`src/rtl/lrl_pkg.sv`:
```
// Shared definitions for the serial display register engine.
// Assumes an 8-bit frame prefix and a 16-bit read code.
package lrl_pkg;
    typedef enum logic {
        OP_WRITE = 1'b0,
        OP_READ  = 1'b1
    } op_e;

    localparam logic [7:0]  PFX_INDEX = 8'h70;
    localparam logic [7:0]  PFX_VALUE = 8'h72;
    localparam logic [15:0] READ_CODE = 16'h7300;
    localparam int          READ_CODE_W = 16;
endpackage

```
`src/rtl/lrl_tick.sv`:
```
// Half-period timer: while run is high it emits one tick every DIV cycles.
// The first tick comes DIV cycles after run rises. Assumes DIV >= 1.
module lrl_tick #(
    parameter int DIV = 2
) (
    input  logic clk,
    input  logic rst_n,
    input  logic run,
    output logic tick
);
    localparam int CW = (DIV > 1) ? $clog2(DIV) : 1;
    localparam logic [CW-1:0] LAST = CW'(DIV - 1);

    logic [CW-1:0] cnt;

    // Count system clocks inside a half-period; restart while idle.
    always_ff @(posedge clk) begin
        if (!rst_n || !run)
            cnt <= '0;
        else if (cnt == LAST)
            cnt <= '0;
        else
            cnt <= cnt + 1'b1;
    end

    assign tick = run && (cnt == LAST);
endmodule

```
`src/rtl/lrl_shifter.sv`:
```
// Frame shifter: runs one chip-select frame of n_clk serial clocks.
// The first n_out bits of word go out MSB first and data-out is low after them.
// miso is captured on clocks numbered skip and above.
// A frame is: setup, n_clk low/high pairs, hold, gap. Each step lasts one tick.
// Assumes go is only pulsed while the shifter is idle.
module lrl_shifter #(
    parameter int FRAME_W = 24,
    parameter int CAP_W   = 16,
    parameter int CNT_W   = 6
) (
    input  logic               clk,
    input  logic               rst_n,
    input  logic               go,
    input  logic [FRAME_W-1:0] word,
    input  logic [CNT_W-1:0]   n_out,
    input  logic [CNT_W-1:0]   n_clk,
    input  logic [CNT_W-1:0]   skip,
    input  logic               tick,
    input  logic               miso,
    output logic               run,
    output logic               cs_n,
    output logic               sclk,
    output logic               mosi,
    output logic [CAP_W-1:0]   cap,
    output logic               frame_done
);
    typedef enum logic [2:0] {
        F_IDLE, F_SETUP, F_LOW, F_HIGH, F_HOLD, F_GAP
    } fstate_e;

    fstate_e            st;
    logic [FRAME_W-1:0] sh;
    logic [CNT_W-1:0]   bitn;
    logic [CNT_W-1:0]   nout_q;
    logic [CNT_W-1:0]   nclk_q;
    logic [CNT_W-1:0]   skip_q;
    logic               next_bit;

    // Bit placed on data-out at the next low phase.
    assign next_bit = (bitn < nout_q) ? sh[FRAME_W-1] : 1'b0;
    assign run = (st != F_IDLE);

    // Frame sequencing, pin drive and capture.
    always_ff @(posedge clk) begin
        if (!rst_n) begin
            st         <= F_IDLE;
            sh         <= '0;
            bitn       <= '0;
            nout_q     <= '0;
            nclk_q     <= '0;
            skip_q     <= '0;
            cs_n       <= 1'b1;
            sclk       <= 1'b1;
            mosi       <= 1'b0;
            cap        <= '0;
            frame_done <= 1'b0;
        end else begin
            frame_done <= 1'b0;
            case (st)
                F_IDLE: begin
                    if (go) begin
                        st     <= F_SETUP;
                        sh     <= word;
                        nout_q <= n_out;
                        nclk_q <= n_clk;
                        skip_q <= skip;
                        bitn   <= '0;
                        cap    <= '0;
                        cs_n   <= 1'b0;
                    end
                end
                F_SETUP: begin
                    if (tick) begin
                        st   <= F_LOW;
                        sclk <= 1'b0;
                        mosi <= next_bit;
                        sh   <= sh << 1;
                    end
                end
                F_LOW: begin
                    if (tick) begin
                        st   <= F_HIGH;
                        sclk <= 1'b1;
                        if (bitn >= skip_q)
                            cap <= {cap[CAP_W-2:0], miso};
                    end
                end
                F_HIGH: begin
                    if (tick) begin
                        if (bitn == nclk_q - 1'b1) begin
                            st <= F_HOLD;
                        end else begin
                            st   <= F_LOW;
                            bitn <= bitn + 1'b1;
                            sclk <= 1'b0;
                            mosi <= ((bitn + 1'b1) < nout_q) ? sh[FRAME_W-1] : 1'b0;
                            sh   <= sh << 1;
                        end
                    end
                end
                F_HOLD: begin
                    if (tick) begin
                        st   <= F_GAP;
                        cs_n <= 1'b1;
                    end
                end
                F_GAP: begin
                    if (tick) begin
                        st         <= F_IDLE;
                        frame_done <= 1'b1;
                    end
                end
                default: st <= F_IDLE;
            endcase
        end
    end


    idle_high_chk: assert property (@(posedge clk) disable iff (!rst_n)
        cs_n |-> sclk);


    mosi_low_chk: assert property (@(posedge clk) disable iff (!rst_n)
        !$stable(mosi) |-> !sclk);


    done_cs_chk: assert property (@(posedge clk) disable iff (!rst_n)
        frame_done |-> cs_n);
endmodule

```
`src/rtl/lrl_seq.sv`:
```
// Operation sequencer: on an accepted start it runs the index frame and then
// the value frame (write) or the long reply frame (read). It reports done and
// latches the read result. Assumes FRAME_W = 8 + DATA_W.
module lrl_seq #(
    parameter int IDX_W     = 8,
    parameter int DATA_W    = 16,
    parameter int FRAME_W   = 24,
    parameter int READ_CLKS = 40,
    parameter int CNT_W     = 6
) (
    input  logic               clk,
    input  logic               rst_n,
    input  logic               start,
    input  logic               op,
    input  logic [IDX_W-1:0]   idx,
    input  logic [DATA_W-1:0]  value,
    input  logic               frame_done,
    input  logic [DATA_W-1:0]  cap,
    output logic               go,
    output logic [FRAME_W-1:0] word,
    output logic [CNT_W-1:0]   n_out,
    output logic [CNT_W-1:0]   n_clk,
    output logic [CNT_W-1:0]   skip,
    output logic               busy,
    output logic               done,
    output logic [DATA_W-1:0]  rd_data
);
    import lrl_pkg::*;

    localparam int PAD_W = FRAME_W - 8;
    localparam logic [CNT_W-1:0] FW_C   = CNT_W'(FRAME_W);
    localparam logic [CNT_W-1:0] RD_C   = CNT_W'(READ_CLKS);
    localparam logic [CNT_W-1:0] CODE_C = CNT_W'(READ_CODE_W);

    typedef enum logic [1:0] { Q_IDLE, Q_IDX, Q_TAIL } qstate_e;

    qstate_e           st;
    op_e               op_q;
    logic [IDX_W-1:0]  idx_q;
    logic [DATA_W-1:0] val_q;

    assign busy = (st != Q_IDLE);

    // Frame contents and lengths for the current step.
    always_comb begin
        word  = {PFX_INDEX, PAD_W'(idx_q)};
        n_out = FW_C;
        n_clk = FW_C;
        skip  = FW_C;
        if (st == Q_IDX && op_q == OP_READ) begin
            word = {PFX_INDEX, {PAD_W{1'b0}}};
        end else if (st == Q_TAIL && op_q == OP_WRITE) begin
            word = {PFX_VALUE, val_q};
        end else if (st == Q_TAIL) begin
            word  = {READ_CODE, {(FRAME_W-READ_CODE_W){1'b0}}};
            n_out = CODE_C;
            n_clk = RD_C;
            skip  = FW_C;
        end
    end

    // Accept requests, chain the two frames, report completion.
    always_ff @(posedge clk) begin
        if (!rst_n) begin
            st      <= Q_IDLE;
            op_q    <= OP_WRITE;
            idx_q   <= '0;
            val_q   <= '0;
            go      <= 1'b0;
            done    <= 1'b0;
            rd_data <= '0;
        end else begin
            go   <= 1'b0;
            done <= 1'b0;
            case (st)
                Q_IDLE: begin
                    if (start) begin
                        st    <= Q_IDX;
                        op_q  <= op_e'(op);
                        idx_q <= idx;
                        val_q <= value;
                        go    <= 1'b1;
                    end
                end
                Q_IDX: begin
                    if (frame_done) begin
                        st <= Q_TAIL;
                        go <= 1'b1;
                    end
                end
                Q_TAIL: begin
                    if (frame_done) begin
                        st   <= Q_IDLE;
                        done <= 1'b1;
                        if (op_q == OP_READ)
                            rd_data <= cap;
                    end
                end
                default: st <= Q_IDLE;
            endcase
        end
    end


    done_pulse_chk: assert property (@(posedge clk) disable iff (!rst_n)
        done |=> !done);


    done_idle_chk: assert property (@(posedge clk) disable iff (!rst_n)
        done |-> !busy);


    ignore_busy_chk: assert property (@(posedge clk) disable iff (!rst_n)
        (start && busy) |=> ($stable(op_q) && $stable(idx_q) && $stable(val_q)));


    rd_hold_chk: assert property (@(posedge clk) disable iff (!rst_n)
        !$stable(rd_data) |-> (done && op_q == OP_READ));
endmodule

```
`src/rtl/lcd_reg_link.sv`:
```
// Top of the serial display register engine. It connects the sequencer,
// the frame shifter and the half-period timer.
// Assumes a synchronous miso and DIV >= 1.
module lcd_reg_link #(
    parameter int DIV       = 2,
    parameter int IDX_W     = 8,
    parameter int DATA_W    = 16,
    parameter int READ_CLKS = 40
) (
    input  logic              clk,
    input  logic              rst_n,
    input  logic              start,
    input  logic              op,
    input  logic [IDX_W-1:0]  idx,
    input  logic [DATA_W-1:0] value,
    output logic              busy,
    output logic              done,
    output logic [DATA_W-1:0] rd_data,
    output logic              cs_n,
    output logic              sclk,
    output logic              mosi,
    input  logic              miso
);
    localparam int FRAME_W = 8 + DATA_W;
    localparam int CNT_W   = $clog2(READ_CLKS + 1);

    logic               go;
    logic [FRAME_W-1:0] word;
    logic [CNT_W-1:0]   n_out;
    logic [CNT_W-1:0]   n_clk;
    logic [CNT_W-1:0]   skip;
    logic               run;
    logic               tick;
    logic               frame_done;
    logic [DATA_W-1:0]  cap;

    lrl_seq #(
        .IDX_W(IDX_W), .DATA_W(DATA_W), .FRAME_W(FRAME_W),
        .READ_CLKS(READ_CLKS), .CNT_W(CNT_W)
    ) u_seq (
        .clk(clk), .rst_n(rst_n), .start(start), .op(op), .idx(idx),
        .value(value), .frame_done(frame_done), .cap(cap), .go(go),
        .word(word), .n_out(n_out), .n_clk(n_clk), .skip(skip),
        .busy(busy), .done(done), .rd_data(rd_data)
    );

    lrl_shifter #(
        .FRAME_W(FRAME_W), .CAP_W(DATA_W), .CNT_W(CNT_W)
    ) u_shift (
        .clk(clk), .rst_n(rst_n), .go(go), .word(word), .n_out(n_out),
        .n_clk(n_clk), .skip(skip), .tick(tick), .miso(miso), .run(run),
        .cs_n(cs_n), .sclk(sclk), .mosi(mosi), .cap(cap),
        .frame_done(frame_done)
    );

    lrl_tick #(.DIV(DIV)) u_tick (
        .clk(clk), .rst_n(rst_n), .run(run), .tick(tick)
    );


    busy_frame_chk: assert property (@(posedge clk) disable iff (!rst_n)
        !cs_n |-> busy);
endmodule

```
`config.mk`:
```
export PLATFORM = sky130hd
export DESIGN_NAME = lcd_reg_link
export DESIGN_NICKNAME = d
export VERILOG_FILES = /design/src/rtl/lrl_pkg.sv /design/src/rtl/lrl_tick.sv /design/src/rtl/lrl_shifter.sv /design/src/rtl/lrl_seq.sv /design/src/rtl/lcd_reg_link.sv
export SDC_FILE = /design/constraint.sdc
export NUM_CORES = 1
export LEC_CHECK = 0
export BUFFER_PORTS_ARGS = -buffer_cell sky130_fd_sc_hd__buf_2
export CAP_MARGIN = 10
export CELL_PAD_IN_SITES_DETAIL_PLACEMENT = 1
export CELL_PAD_IN_SITES_GLOBAL_PLACEMENT = 2
export CORE_UTILIZATION = 34
export CTS_CLUSTER_SIZE = 8
export DETAILED_ROUTE_END_ITERATION = 7
export PLACE_DENSITY_LB_ADDON = 0.1
export SLEW_MARGIN = 5
export SYNTH_ARGS = -nofsm -noshare
export SYNTH_HDL_FRONTEND = slang
export SYNTH_SLANG_ARGS = --single-unit
```
`constraint.sdc`:
```
create_clock -name clk -period 3.04 [get_ports clk]
set_input_delay 0.152 -clock clk [delete_from_list [all_inputs] [get_ports clk]]
set_output_delay 0.152 -clock clk [all_outputs]
set_load 0.005 [all_outputs]
```
==> results of run 1 <==
## per-layer routing
| layer | vias up | part of all wire, % |
|---|---|---|
| met5 | - | 0 |
| met4 | 0 | 1.8 |
| met3 | 12 | 2.4 |
| met2 | 48 | 48 |
| met1 | 1819 | 48 |
| li1 | 1915 | - |
## power by group
| group | internal, W | total [W] | leakage [nW] | switching [W] |
|---|---|---|---|---|
| registers | 0.00141 | 0.00144 | 0.838 | 0.0000392 |
| clock network | 0.000665 | 0.00120 | 0.149 | 0.000531 |
| logic | 0.000103 | 0.000261 | 0.825 | 0.000158 |
| total | 0.00217 | 0.00290 | 1.81 | 0.000728 |
## per-stage QoR
stage | area (sq um) | power (W) | utilization, %
5_1_grt | 4980 | 0.00305 | 40.9
2_1_floorplan | 4280 | 0.00166 | -
4_1_cts | 4980 | 0.00295 | 40.9
6_report | 4980 | 0.00290 | 40.9
3_5_place_dp | 4670 | 0.00174 | 38.4
3_3_place_gp | 4670 | 0.00173 | 38.4
## kinds of logic (layout without fill, tap and decap cells)
logic type / Yosys count / in the layout / synth area share (%)
AND/OR/NAND/NOR: 223 / 223 / 22.8
AO/OA/AOI/OAI: 147 / 147 / 20.6
flip-flops: 103 / 103 / 48.2
buffers and inverters: 49 / 91 / 5.20
XOR/XNOR: 6 / 6 / 1.58
adder cells (fa/ha/maj): 5 / 5 / 1.46
multiplexers: 1 / 1 / 0.234
## layout by cell type (no fill, tap or decap), types with 4 or more instances in the layout
master / count
inv_1: 10
xnor2_1: 5
buf_4: 15
o211ai_1: 8
nand2b_1: 9
buf_2: 49
nand3_1: 24
ha_1: 5
clkbuf_16: 9
a211oi_1: 10
nor2_1: 24
a22oi_1: 8
a21oi_1: 80
dfxtp_1: 103
o21ai_0: 14
nand2_1: 132
nor2b_1: 11
nor3_1: 7
o22ai_1: 8
and3_1: 4
## flip-flops by register name, summed over array words and instances (netlist names), 2 cells and up
name and count:
u_seq.idx_q 8, u_seq.rd_data 16, u_seq.st 2, u_seq.val_q 16
u_shift.bitn 6, u_shift.cap 16, u_shift.nclk_q 3, u_shift.sh 24
u_shift.st 3
## area by class of cell
class | instances | area, sq um
clock buffers | 10 | 239
clock inverters | 6 | 68.8
fillers | 1497 | 7190
inverters | 11 | 41.3
multi-input cells | 382 | 2000
flip-flops and latches | 103 | 2060
well taps | 168 | 210
repair buffers | 64 | 358
## worst max path at each step
stage	startpoint	endpoint	slack (ps)	cells past startpoint
floorplan	u_shift.bitn[3]	u_shift.cap[5]	730	9
global placement	u_shift.bitn[3]	u_shift.cap[8]	600	7
detailed placement	u_shift.bitn[3]	u_shift.cap[0]	460	7
CTS	u_shift.bitn[3]	u_shift.cap[9]	410	7
global route	u_shift.bitn[3]	u_shift.cap[7]	200	7
finish	u_shift.bitn[3]	u_shift.cap[9]	440	7
## tightest hold or removal path, cell delays in order
cell and delay, ps:
buf_2 90, nand2_1 50, a21oi_1 50
==> flow_summary.ini, run 1 <==
[run_status]
status = finished clean

[floorplan]
die_area_sq_um = 13000
fp.dieW_microns = 114
die_h_microns = 114
initial_core_util_pct = 35.2
core_sq_um = 12200
io_pins = 50
num_rows = 40

[cells_and_area]
drive_gt1_share_pct = 14.9
nets = 605
area_growth_pct = 16.2
finalNonFillerCells = 744
diodes = 0

[global_routing]
grt_pass1_vias = 3816
use_met1_pct = 21.9
antenna_found_initial = 0
grt_pass1_wl_microns = 18600
grt.busiest_layer = met2
grt_max_degree = 50
met3_usage_pct = 2.96
use_met2_pct = 31.4
grtUsageTotal_pct = 18.1
grt_overflow = 0

[setup_path]
r2r-start = u_shift.bitn[3]
start_kind = flip-flop
critPathArrivalTime_ps = 2880
r2r-end = u_shift.cap[9]
crit_fanout = 16
cp_slowest_cell = or4b_2
required_ps = 3320
critPathMaxStageDelay_ps = 580
end_kind = flip-flop
ff2ff_setup_slack_ps = 440
crit_path_cell_trace = inv_1 > ha_1 > or4b_2 > a21boi_0 > o31a_1 > nand2_1 > a21oi_1
cp_top_family = compound AO/OA/AOI/OAI gates
path_class = flip-flop to flip-flop
cp.buffers_inverters = 1
r2r_cells = 7

[timing]
max_freq_ghz = 0.385
hold_viol = 0
rsz0062_at_grt = false
holdWs_ps = 33.1
timing.setup.tns_ps = 0
tightest_slew_ps = 899
setup_viol = 0
min_period_ps = 2600
slew_headroom_pct = 40.0
slew_violations = 0
skew_ps = 13.5
final.period_utilization_pct = 85.5
final.setup.worst_slack_ps = 440

[cts]
cts_tree = done
cts_setup_buffers = 0
postCtsHoldBufs = 0
cts_root_buf = clkbuf_16
cts_sinks = 103
clk_latency_ps = 360
cts_buffers = 9
clk_pin_slew_ps = 80
htree_levels = 3
post_cts_resize_count = 0
clock_path_buffers = 2

[placed_design]
io_buffers = 49
dp_hpwl_microns = 7300
dp_cells = 728
post-place-ws_ps = 457
routabilityCongestion = 0.767

[routing]
num_vias = 3794
ant_nets = 0
drt_iter0_drc = 107
drtPass1Iterations = 4
avgRoutedWirePerCell_microns = 14.6
vias_per_cell = 5.10
routed_wl_microns = 10900
drc = 0

[synth]
synth-seq-area-share_pct = 48.2
syn-cell-area_sq_um = 4280
yosysTopAreaCell = dfxtp_1
yosys-top-cells-count = nand2_1 (132), dfxtp_1 (103), a21oi_1 (80)
ys.flop_type = dfxtp_1
synth_top_area_share_pct = 48.2
ys_ff_latch = 103
synth_area_leaders = dfxtp_1 (48%), nand2_1 (12%), a21oi_1 (9.4%)
synth_edf_count = 0
yosysMostFrequentCell = nand2_1
synth_cell_types = 44
yosys_warnings = 0
syn_area_per_cell_sq_um = 8.02
synth_nets = 568
synthesis.instances = 534
async_flop_share_pct = 0

[job]
cap_violations = 0

[worst_hold_path]
min_to = u_seq.idx_q[6]
hold_depth = 3
hold_path.class = primary input to flip-flop
worstHoldStart = idx[6]

[power_and_ir_drop]
power.leakage_nw = 1.81
power-per-cell-area_nw_per_um2 = 583
ir_drop_mv = 0.219
Power figures use the tool's default switching activity.
==> inputs of run 2 (changes only) <==
--- a/config.mk
+++ b/config.mk
@@ -9,7 +9,7 @@
 export CAP_MARGIN = 10
 export CELL_PAD_IN_SITES_DETAIL_PLACEMENT = 1
 export CELL_PAD_IN_SITES_GLOBAL_PLACEMENT = 2
-export CORE_UTILIZATION = 34
+export CORE_UTILIZATION = 37
 export CTS_CLUSTER_SIZE = 8
 export DETAILED_ROUTE_END_ITERATION = 7
 export PLACE_DENSITY_LB_ADDON = 0.1
==> constraint.sdc (replaced) <==
create_clock -name clk -period 3 [get_ports clk]
set_input_delay 0.15 -clock clk [delete_from_list [all_inputs] [get_ports clk]]
set_output_delay 0.15 -clock clk [all_outputs]
set_load 0.005 [all_outputs]
==> flow_summary.ini, run 2 (same netlist as run 1, synthesis figures left out) <==
[power_and_ir_drop]
power-per-cell-area_nw_per_um2 = 621
power.leakage_nw = 1.82
p_total_w = 0.00308
ir_drop_mv = 0.279

[cts]
cts_tree = done
post_cts_resize_count = 0
htree_levels = 3
cts_sinks = 103
cts_setup_buffers = 0
clock_path_buffers = 2
postCtsHoldBufs = 0
cts_buffers = 9
cts_root_buf = clkbuf_16
clk_pin_slew_ps = 70
clk_latency_ps = 350

[timing]
slew_violations = 0
tightest_slew_ps = 887
timing.setup.tns_ps = 0
hold_viol = 0
final.period_utilization_pct = 88.5
skew_ps = 7.37
min_period_ps = 2660
setup_viol = 0
max_freq_ghz = 0.376
rsz0062_at_grt = false
slew_headroom_pct = 40.8

[cells_and_area]
area_growth_pct = 15.9
top_register = u_shift.sh
drive_gt1_share_pct = 14.6
nets = 603
mostFrequentLayoutCells = nand2_1 (132), dfxtp_1 (103), a21oi_1 (80)
largest_reg_flops = 24
final_common_cell = nand2_1
diodes = 0

[global_routing]
use_met1_pct = 23.6
grt_max_degree = 48
grtUsageTotal_pct = 19.2
grt_pass1_wl_microns = 17900
grt_pass1_vias = 3714
met3_usage_pct = 3.08
grt_overflow = 0
use_met2_pct = 33.4
antenna_found_initial = 0
grt.busiest_layer = met2

[routing]
drtPass1Iterations = 4
drt_iter0_drc = 134
vias_per_cell = 5.29
routed_wl_microns = 10700
drc = 0
avgRoutedWirePerCell_microns = 15.0
ant_nets = 0
num_vias = 3775

[setup_path]
end_kind = flip-flop
required_ps = 3270
crit_fanout = 16
start_kind = flip-flop
critPathArrivalTime_ps = 2920
path_class = flip-flop to flip-flop

[placed_design]
io_buffers = 49
dp_hpwl_microns = 7090
routabilityCongestion = 0.768

[floorplan]
die_h_microns = 110
core_sq_um = 11100
initial_core_util_pct = 38.6
fp.dieW_microns = 110
num_rows = 38
io_pins = 50
die_area_sq_um = 12000

[job]
cap_violations = 0

[run_status]
status = finished clean

[worst_hold_path]
hold_path.class = primary input to flip-flop
==> run 2: power breakdown <==
part	switching [W]	leakage, nW	internal [W]
Sequential	0.0000402	0.838	0.00142
Combinational	0.000160	0.814	0.000102
Clock	0.000538	0.166	0.000819
Total	0.000738	1.82	0.00235
==> run 2: final cells by class <==
cell class,count,area (sq um)
clock buffer,9,225
clock inverter,7,120
fill,1366,6110
inverter,11,41.3
multi-input combinational,382,2000
sequential,103,2060
tap,140,175
timing repair buffer,62,343
==> run 2: critical path, stage by stage, from the launching register on <==
cell	delay [ps]
dfxtp_1	450
inv_1	90
ha_1	290
or4b_2	590
a21boi_0	290
o31a_1	600
nand2_1	120
a21oi_1	160
==> run 2: metrics by stage <==
step	hold slack (ps)	cells	instance area (sq um)	utilization [%]	setup WS, ps
CTS	20.8	714	4960	44.8	332
floorplan	286	534	4280	-	693
global route	35.4	714	4960	44.8	148
detailed placement	398	698	4620	41.7	366
finish	32.3	714	4960	44.8	344
global placement	389	698	4620	41.7	463
==> run 2: worst paths after layout <==
check | from | endpoint | slack, ps | cells past startpoint
worst max-delay path | u_shift.bitn[3] | u_shift.cap[2] | 340 | 7
worst min-delay path | value[5] | u_seq.val_q[5] | 30 | 3
worst max register to register | u_shift.bitn[3] | u_shift.cap[2] | 340 | 7
worst min register to register | u_seq.rd_data[8] | u_seq.rd_data[8] | 450 | 2
==> run 2: layer usage <==
layer,part of all wire [%],wire (microns)
met5,0,0
met4,1.6,173
met3,1.9,203
met2,48,5130
met1,49,5200
